### config.mk
export PLATFORM = sky130hd
export DESIGN_NAME = ide_chan_decoder
export DESIGN_NICKNAME = d
export VERILOG_FILES = /design/src/rtl/ide_dec_pkg.sv /design/src/rtl/ide_win_bank.sv /design/src/rtl/ide_size_chk.sv /design/src/rtl/ide_drive_snoop.sv /design/src/rtl/ide_chan_decoder.sv
export SDC_FILE = /design/constraint.sdc
export NUM_CORES = 1
export LEC_CHECK = 0
export BUFFER_PORTS_ARGS = -buffer_cell sky130_fd_sc_hd__buf_2
export CORE_AREA = 2 2 143 145
export DETAILED_ROUTE_END_ITERATION = 8
export DIE_AREA = 0 0 145 147
export GPL_ROUTABILITY_DRIVEN = 0
export GPL_TIMING_DRIVEN = 0
export HOLD_SLACK_MARGIN = 0.06
export SLEW_MARGIN = 20
export SYNTH_ARGS = -nofsm -noshare
export SYNTH_HDL_FRONTEND = slang
export SYNTH_SLANG_ARGS = --single-unit
### constraint.sdc
create_clock -name clk -period 10.7 [get_ports clk]
set_input_delay 1.07 -clock clk [delete_from_list [all_inputs] [get_ports clk]]
set_output_delay 1.07 -clock clk [all_outputs]
set_load 0.03 [all_outputs]
### src/rtl/ide_dec_pkg.sv
package ide_dec_pkg;
   localparam int NWIN = 5;
   localparam int WIN_BM = 4;

   typedef enum logic [1:0] {
      WK_NONE = 2'd0,
      WK_CMD  = 2'd1,
      WK_CTL  = 2'd2,
      WK_BM   = 2'd3
   } win_kind_e;
endpackage

### src/rtl/ide_win_bank.sv
module ide_win_bank
   import ide_dec_pkg::*;
#(
   parameter int AW = 16,
   parameter int OW = 4,
   parameter int CMD_SIZE = 8,
   parameter int CTL_SIZE = 4,
   parameter int BM_SIZE = 16,
   parameter logic [NWIN*AW-1:0] BASE_RESET = '0
) (
   input  logic          clk,
   input  logic          rst_n,
   input  logic          cfg_we,
   input  logic [2:0]    cfg_idx,
   input  logic [AW-1:0] cfg_base,
   input  logic [AW-1:0] addr,
   output logic          hit_any,
   output logic [2:0]    hit_sel,
   output logic [OW-1:0] hit_ofs
);
   logic [NWIN-1:0] hit;
   logic [OW-1:0]   ofs [NWIN];

   for (genvar i = 0; i < NWIN; i++) begin : g_win
      localparam int SZ = (i == WIN_BM) ? BM_SIZE : ((i % 2 == 0) ? CMD_SIZE : CTL_SIZE);
      logic [AW-1:0] base_q;
      logic [AW-1:0] diff;

      always_ff @(posedge clk) begin
         if (!rst_n)
            base_q <= BASE_RESET[i*AW +: AW];
         else if (cfg_we && (cfg_idx == 3'(i)) && (cfg_base != '0))
            base_q <= cfg_base;
      end

      assign diff   = addr - base_q;
      assign hit[i] = (addr >= base_q) &&
                      ({1'b0, addr} < ({1'b0, base_q} + (AW+1)'(SZ)));
      assign ofs[i] = diff[OW-1:0];
   end

   always_comb begin
      hit_any = 1'b0;
      hit_sel = '0;
      hit_ofs = '0;
      for (int i = NWIN-1; i >= 0; i--) begin
         if (hit[i]) begin
            hit_any = 1'b1;
            hit_sel = 3'(i);
            hit_ofs = ofs[i];
         end
      end
   end
endmodule

### src/rtl/ide_size_chk.sv
module ide_size_chk
   import ide_dec_pkg::*;
#(
   parameter int OW = 4,
   parameter int DATA_OFS = 0
) (
   input  win_kind_e     kind,
   input  logic [OW-1:0] ofs,
   input  logic [2:0]    size,
   output logic          size_ok,
   output logic [1:0]    beats
);
   localparam logic [OW-1:0] DOFS = OW'(DATA_OFS);
   logic is_data;

   assign is_data = (kind == WK_CMD) && (ofs == DOFS);

   always_comb begin
      unique case (kind)
         WK_BM:          size_ok = (size == 3'd1) || (size == 3'd2) || (size == 3'd4);
         WK_CMD, WK_CTL: size_ok = is_data ? ((size == 3'd2) || (size == 3'd4))
                                           : (size == 3'd1);
         default:        size_ok = 1'b0;
      endcase
      beats = (is_data && size == 3'd4) ? 2'd2 : 2'd1;
   end
endmodule

### src/rtl/ide_drive_snoop.sv
module ide_drive_snoop #(
   parameter int NCH = 2
) (
   input  logic           clk,
   input  logic           rst_n,
   input  logic           upd,
   input  logic           upd_chan,
   input  logic           upd_val,
   output logic [NCH-1:0] drive_q,
   output logic [NCH-1:0] drive_nx
);
   always_comb begin
      drive_nx = drive_q;
      if (upd) drive_nx[upd_chan] = upd_val;
   end

   always_ff @(posedge clk) begin
      if (!rst_n) drive_q <= '0;
      else        drive_q <= drive_nx;
   end
endmodule

### src/rtl/ide_chan_decoder.sv
module ide_chan_decoder
   import ide_dec_pkg::*;
#(
   parameter int AW = 16,
   parameter int CMD_SIZE = 8,
   parameter int CTL_SIZE = 4,
   parameter int BM_SIZE = 16,
   parameter int BM_CH1_OFS = 8,
   parameter int SEL_OFS = 6,
   parameter int SEL_BIT = 4,
   parameter int DATA_OFS = 0,
   parameter logic [3:0] DEV_PRESENT = 4'b1111,
   parameter logic [NWIN*AW-1:0] BASE_RESET =
      {16'hC000, 16'h0374, 16'h0170, 16'h03F4, 16'h01F0},
   localparam int MAXSZ = (BM_SIZE > CMD_SIZE) ?
      ((BM_SIZE > CTL_SIZE) ? BM_SIZE : CTL_SIZE) :
      ((CMD_SIZE > CTL_SIZE) ? CMD_SIZE : CTL_SIZE),
   localparam int OW = (MAXSZ > 1) ? $clog2(MAXSZ) : 1
) (
   input  logic          clk,
   input  logic          rst_n,
   input  logic          io_en,
   input  logic          cfg_we,
   input  logic [2:0]    cfg_idx,
   input  logic [AW-1:0] cfg_base,
   input  logic          req_valid,
   input  logic          req_write,
   input  logic [AW-1:0] req_addr,
   input  logic [2:0]    req_size,
   input  logic [7:0]    req_wdata,
   output logic          acc_done,
   output logic          dec_hit,
   output logic [1:0]    dec_kind,
   output logic          dec_chan,
   output logic [OW-1:0] dec_offset,
   output logic [1:0]    dev_idx,
   output logic          dev_go,
   output logic [1:0]    dec_beats,
   output logic          rd_zero,
   output logic          dec_err,
   output logic [1:0]    drive_sel
);
   localparam logic [OW-1:0] CH1_OFS = OW'(BM_CH1_OFS);
   localparam logic [OW-1:0] SOFS    = OW'(SEL_OFS);

   if (BM_CH1_OFS >= BM_SIZE) begin : g_bad_split
      $error("BM_CH1_OFS must lie inside the bus-master window");
   end
   if (SEL_OFS >= CMD_SIZE || DATA_OFS >= CMD_SIZE) begin : g_bad_ofs
      $error("select and data offsets must lie inside the command window");
   end
   if (SEL_BIT > 7) begin : g_bad_bit
      $error("SEL_BIT must address a bit of the low data byte");
   end
   if (MAXSZ >= (1 << AW)) begin : g_bad_aw
      $error("window sizes exceed the address space");
   end

   logic          hit_any;
   logic [2:0]    hit_sel;
   logic [OW-1:0] hit_ofs;
   win_kind_e     kind;
   logic          chan;
   logic          size_ok;
   logic [1:0]    beats;
   logic          legal;
   logic          sel_wr;
   logic [1:0]    drive_nx;
   logic [1:0]    dev;
   logic          present;
   logic          to_dev;
   logic          err_d;

   ide_win_bank #(
      .AW(AW), .OW(OW), .CMD_SIZE(CMD_SIZE), .CTL_SIZE(CTL_SIZE),
      .BM_SIZE(BM_SIZE), .BASE_RESET(BASE_RESET)
   ) u_bank (
      .clk(clk), .rst_n(rst_n), .cfg_we(cfg_we), .cfg_idx(cfg_idx),
      .cfg_base(cfg_base), .addr(req_addr), .hit_any(hit_any),
      .hit_sel(hit_sel), .hit_ofs(hit_ofs)
   );

   always_comb begin
      if (!hit_any)                 kind = WK_NONE;
      else if (hit_sel == 3'(WIN_BM)) kind = WK_BM;
      else if (hit_sel[0])          kind = WK_CTL;
      else                          kind = WK_CMD;
      chan = (kind == WK_BM) ? (hit_ofs >= CH1_OFS) : hit_sel[1];
   end

   ide_size_chk #(.OW(OW), .DATA_OFS(DATA_OFS)) u_size (
      .kind(kind), .ofs(hit_ofs), .size(req_size),
      .size_ok(size_ok), .beats(beats)
   );

   assign legal  = req_valid && io_en && hit_any && size_ok;
   assign sel_wr = legal && req_write && (kind == WK_CMD) && (hit_ofs == SOFS);
   assign err_d  = req_valid && io_en && !(hit_any && size_ok);

   ide_drive_snoop #(.NCH(2)) u_snoop (
      .clk(clk), .rst_n(rst_n), .upd(sel_wr), .upd_chan(chan),
      .upd_val(req_wdata[SEL_BIT]), .drive_q(drive_sel), .drive_nx(drive_nx)
   );

   assign dev     = {chan, drive_nx[chan]};
   assign present = DEV_PRESENT[dev];
   assign to_dev  = legal && (kind != WK_BM);

   always_ff @(posedge clk) begin
      if (!rst_n) begin
         acc_done   <= 1'b0;
         dec_hit    <= 1'b0;
         dec_kind   <= 2'd0;
         dec_chan   <= 1'b0;
         dec_offset <= '0;
         dev_idx    <= 2'd0;
         dev_go     <= 1'b0;
         dec_beats  <= 2'd0;
         rd_zero    <= 1'b0;
         dec_err    <= 1'b0;
      end else begin
         acc_done   <= req_valid;
         dec_hit    <= legal;
         dec_kind   <= legal ? 2'(kind) : 2'd0;
         dec_chan   <= legal ? chan : 1'b0;
         dec_offset <= legal ? hit_ofs : '0;
         dev_idx    <= legal ? dev : 2'd0;
         dev_go     <= to_dev && present;
         dec_beats  <= legal ? beats : 2'd0;
         rd_zero    <= to_dev && !present && !req_write;
         dec_err    <= err_d;
      end
   end
endmodule

; ---- Yosys cells after proc, flatten, opt, wreduce, memory -nomap -nowiden
; Cells that the tools add are included.
; Widths: inputs -> output; s select.
[word_totals]
word_cells = 124
inputBits = 52
out_inout_bits = 18
register_bits = 98
[classes]
reduce_logical = 41
n_eq_ne = 13
addsub = 10
muxes = 30
n_lt_le_gt_ge = 14
[op_table]
columns = op, count
row1 = $lt 16x17->1, 5
row2 = $ge 16x16->1, 5
row3 = $add 16x3->17 const B, 2
row4 = $add 16x4->17 const B, 2
row5 = $logic_and 1x1->1, 30
row6 = $mux 4, 5
row7 = $sub 4x4->4, 5
row8 = $add 16x5->17 const B, 1
row9 = $reduce_bool 16->1, 1
row10 = $mux 3, 5
row11 = $mux 1, 11
row12 = $mux 2, 5
row13 = $eq 3x2->1 const B, 3
row14 = $eq 3x3->1 const B, 3
row15 = $eq 3x1->1 const B, 2
row16 = $eq 2x2->1 const B, 2
row17 = $eq 4x3->1 const B, 1
row18 = $ge 4x4->1 const B, 1
row19 = $logic_not 4->1, 1
row20 = $logic_not 1->1, 3
row21 = $logic_not 3->1, 1
row22 = $logic_or 1x1->1, 3
row23 = $lt 2x3->1 const B, 1
row24 = $bmux 1 s2, 1
row25 = other kinds (9), 9

; ---- Depth between registers and ports, before layout
[logic_depth]
depth_word = 27
mapped_depth = 21

; ---- Hierarchy
; Synthesis repeated with hierarchy kept, for this count alone.
[unflattened]
cells_unflattened = 1027
hier_area_um2 = 8685.8
[modules_own_cells]
columns = mod, cells_per_inst, n_inst, seq_area_each_um2, area_each_um2
row1 = ide_win_bank, 948, 1, 1601.5, 7907.6
row2 = ide_chan_decoder, 48, 1, 280.3, 495.5
row3 = ide_size_chk, 20, 1, 0.0, 161.4
row4 = ide_drive_snoop, 11, 1, 40.0, 121.4

; ---- Least setup slack after synthesis
; Ideal clock, no wire load.
[synth_timing]
path_kind = input to register
from = in req_addr[0]
to = reg dev_idx[0]
setup_time_ps = 132
path_buffers = 0
stages = 18
slack_ps = 6023
t_arrival_ps = 4545
path_cell_list = inv_1 ha_1 inv_1 fa_1 a211oi_1 o21a_1 o21ai_1 a2111oi_0 or3_1 a21oi_1 o21ai_0 ha_1 inv_1 a211oi_1 nand4_2 mux2i_2 o31ai_4 nor2_1
[synth_between]
elab_chain_len = 21
elab_cells_between_ends = 65
classes_between = 5 x add/sub / 13 x order compare / 5 x eq/ne / 27 x mux / 15 x reduce/logical
[synth_rtl]
columns = element, line
row1 = from (decl), ide_chan_decoder.sv:28  ; input logic [AW-1:0] req_addr,
row2 = branches (longest 21 deep; another with $lt 16x17->1), -
row3 = to (signal assigned), ide_chan_decoder.sv:127  ; dev_idx <= legal ? dev : 2'd0;
row4 = to (decl), ide_chan_decoder.sv:36  ; output logic [1:0] dev_idx,
; Several ways; the timed one is not identified. The select of a mux whose other input is x is not followed.
; A chain may end at the register's enable or synchronous reset.

; ---- Worst setup path in the final report
[layout_timing]
from = in req_addr[0]
to = reg u_snoop.drive_q[1]
[layout_between]
elab_chain_len = 19
elab_cells_between_ends = 62
classes_between = 5 x add/sub / 13 x order compare / 5 x eq/ne / 25 x mux / 14 x reduce/logical
[layout_rtl]
columns = element, line
row1 = branches (longest 18 deep; another with $lt 16x17->1), -
row2 = $mux 2 (*), ide_drive_snoop.sv:14  ; if (upd) drive_nx[upd_chan] = upd_val;
row3 = to (signal assigned), ide_drive_snoop.sv:19  ; else drive_q <= drive_nx;
row4 = to (decl), ide_drive_snoop.sv:9  ; output logic [NCH-1:0] drive_q,
; Every way passes the cells marked *.

==> metrics.txt <==
run status complete, no violations; routed wirelength normalized by instance count 19.2 um; most frequent cells in the layout ha_1, nand2_1, dfxtp_1, inv_1, xnor2_1; cell row count 52; Worst-Skew Late Latency 0.35 ns; switching fraction of total power between 30% and 40%; share of flip-flops with an asynchronous set or reset after synthesis 0%; routed wire length 26.8 mm; Gates resized, CTS repair 0; fraction of power consumed by sequential logic between 40% and 50%; post-layout min period 5.77 ns; PortBufs 61; synth warn 0; cell area after synthesis 0.00872 mm2; post-CTS setup repair buffer count 0; setup_tns 0 ns; initial antenna violation count 2; Post-Synthesis Cells between 1000 and 1500; maximum vdd drop 0.0000861 V; final critical-path share of the clock period 53.9%; Layout Cells excl Fill 1397; CTS buffer count 9; Pre-antenna DRT Iters 5; largest incremental delay on the critical path roughly 0.83 ns; post-route clock skew 0.00748 ns; TritonCTS clock tree yes; number of distinct library cells after synthesis 75; Longest Clk Path Bufs 2; worst hold slack across all endpoints 0.471 ns; number of cells on the worst hold path 2; design internal power around 0.62 mW; post-detailed-route DRC marker count 0; flip-flop and latch area 0.00192 mm2; post-placement cell area around 0.0094 mm2; type of the setup path with the least slack input pin to register; total count of max-transition violations in the final report 0; effective utilization at floorplan between 40% and 50%; transition time of the tightest slew-check pin between 0.8 and 0.9 ns; worst min-delay path category register to register; dpl hpwl ~20 mm; Crit Reg-Reg Endpoint u_snoop.drive_q[0]; combinational share of power a little over a quarter; area used by multi-input combinational logic about 0.0063 mm2; worst max-slew margin expressed relative to the limit roughly two fifths; number of synthesized flops with an enable pin 0; number of clock sinks 96; maximum number of pins on one net before global-route repair 17; Layout area overhead 10.5%; y dimension of the die approximately 150 um; count of nets after finishing 1335; remaining global-route overflow 0; Lkg Pwr roughly 4 nW; hold-fix buffer count after cts 0; end point of the worst hold path u_bank.g_win[4].base_q[3]; final setup violation count 0; arrival time at the worst endpoint 6.05 ns; number of cells traversed by the worst register-to-register path 21; global router's overall resource usage 25.5%; cell type with the highest occurrence count on the critical path inv_1; power spent charging and discharging nets 0.311 mW; power density cells 96.2 mW/mm2; utilization of the core after routing 48.6%; post-CTS clock slew at the launch and capture registers of the worst setup and hold paths 0.07 ns; Clk network pwr share between 30% and 40%; element type at the critical path end register; origin of the worst min-delay path u_bank.g_win[4].base_q[3]; reg-to-reg slack, setup 5.33 ns; post-synthesis net count 1263; dominant register cell in the synthesized netlist dfxtp_1; number of antenna diodes 0; commonest non-fill, non-tap cell in the layout ha_1; peak clock frequency supported by timing ~170 MHz; total number of vias between 7000 and 8000; Die Outline Area 0.0213 mm2; cell at the root of the clock tree clkbuf_16; post-route ant nets 0; max-cap violations 0; critical path startpoint category input pin; placed cells 1381; ratio of cells with drive above 1 in the final layout 9.05%; per-instance average area after synthesis a little over 8 um2; Top Ports 70; number of flip-flops and latches in the synthesized netlist 96; core region area 0.0198 mm2; finished layout cell area 0.00964 mm2; routed via count divided by cell count approximately 5.6; horizontal die dimension 145 um; RSZ-0062 raised after global routing false; number of H-tree levels 3; source of the worst register-to-register timing path u_bank.g_win[3].base_q[4]; first-pass GRT wire length 42.0 mm; number of fillers in the final layout 1972; sequential area share after synthesis roughly 22%; Worst EP required roughly 11 ns; series of cell instances along the critical path buf_2 > inv_1 > ha_1 > inv_1 > fa_1 > a211oi_1 > o21a_1 > o21ai_1 > a2111oi_0 > or3_1 > a21oi_1 > o21ai_0 > ha_1 > inv_1 > a211oi_1 > nand2_1 > nor4_1 > nor3b_2 > mux2i_1; vias in the first global route 7530; Final Hold Vio Count 0; Max stage delay cell, worst path a2111oi_0; Critical Path Fanout Max 5; detailed router's first-iteration violation count 454
-- per-stage QoR --
step	setup slack (ns)	total power [mW]
after floorplan	6.02	0.537
after detailed placement	4.70	0.622
after global placement	4.71	0.620
after CTS	5.03	0.933
after global routing	4.68	0.979
final	4.93	0.927
-- cells in the mapped netlist, drive strengths merged, types with 3 or more instances --
cell type  count  area (um2)
a2111oi       10        87.6
a211oi         8        60.1
a21boi        40         300
a21o          14         105
a21oi         41         209
a221oi         3        26.3
a31oi          6        37.5
a41oi          3        26.3
and2          10        63.8
and3          11        68.8
and4          10        87.6
buf            5        37.5
clkbuf        23        86.3
dfxtp         96        1920
fa             5         100
ha           156        1950
inv           96         360
mux2i         29         294
nand2        144         543
nand2b         6        37.5
nand3         35         175
nand4         27         175
nor2          37         139
nor2b         32         200
nor3          20         105
nor3b          4        40.0
nor4          13         103
o2111ai        3        26.3
o211ai        26         195
o21a          13        98.9
o21ai         18        90.1
o31ai          7        85.1
xnor2         64         561
-- critical path: cells and delay by family --
| family | cells | cell delay (ns) |
|---|---|---|
| AOI/OAI and AO/OA | 7 | 2.24 |
| and+or+nand+nor | 4 | 1.26 |
| adders and majority gates | 3 | 0.84 |
| buffers and inverters | 4 | 0.42 |
| muxes | 1 | 0.20 |
-- power by group through the flow --
stage / clock [mW] / sequential [mW] / combinational (mW)
6_report: 0.310 / 0.373 / 0.243
5_1_grt: 0.332 / 0.374 / 0.273
4_1_cts: 0.317 / 0.373 / 0.242
3_5_place_dp: 0 / 0.381 / 0.241
3_3_place_gp: 0 / 0.381 / 0.238
2_1_floorplan: 0 / 0.380 / 0.157
-- layer usage --
| layer | vias to the layer above | GRT usage (%) | wire length (um) |
|---|---|---|---|
| li1 | 3913 | - | - |
| met1 | 3652 | 34.5 | 12900 |
| met2 | 163 | 42.1 | 12100 |
| met3 | 40 | 4.25 | 1170 |
| met4 | 4 | 6.73 | 549 |
| met5 | - | 0 | 27 |
-- sequential cells by signal, indices dropped and copies added (netlist names) --
register             count
acc_done                 1
dec_beats                2
dec_chan                 1
dec_err                  1
dec_hit                  1
dec_kind                 2
dec_offset               4
dev_go                   1
dev_idx                  1
u_bank.g_win.base_q     80
u_snoop.drive_q          2
-- worst max-delay path by stage --
| stage | from | endpoint | cells after the start |
|---|---|---|---|
| after floorplan | req_addr[0] | dev_idx[0] | 18 |
| after global placement | req_addr[0] | dev_idx[0] | 19 |
| after detailed placement | req_addr[0] | u_snoop.drive_q[1] | 19 |
| after CTS | req_addr[0] | u_snoop.drive_q[1] | 19 |
| after global routing | req_addr[0] | u_snoop.drive_q[1] | 19 |
| final | req_addr[0] | u_snoop.drive_q[1] | 19 |
-- logic make-up (layout without fill, tap and decap cells) --
logic type / after synthesis / in the layout / synth area share, %
simple gates: 357 / 357 / 20.7
compound gates: 215 / 215 / 18.0
fa+ha+maj: 161 / 161 / 23.5
buf+inv: 124 / 201 / 5.55
flops: 96 / 96 / 22.0
xor+xnor: 66 / 66 / 6.63
mux: 30 / 30 / 3.50
other cells: 1 / 1 / 0.0430
-- layout make-up --
type                    instances  share of cell area [%]
clock inverters                 6                   0.467
flip-flops and latches         96                    19.9
repair buffers                 61                    3.17
clock buffers                  10                    2.38
inverters                      96                    3.74
well taps                     270                    3.50
plain buffers                  28                    1.28
multi-input cells             830                    65.5
(Power assumes the default switching activity.)
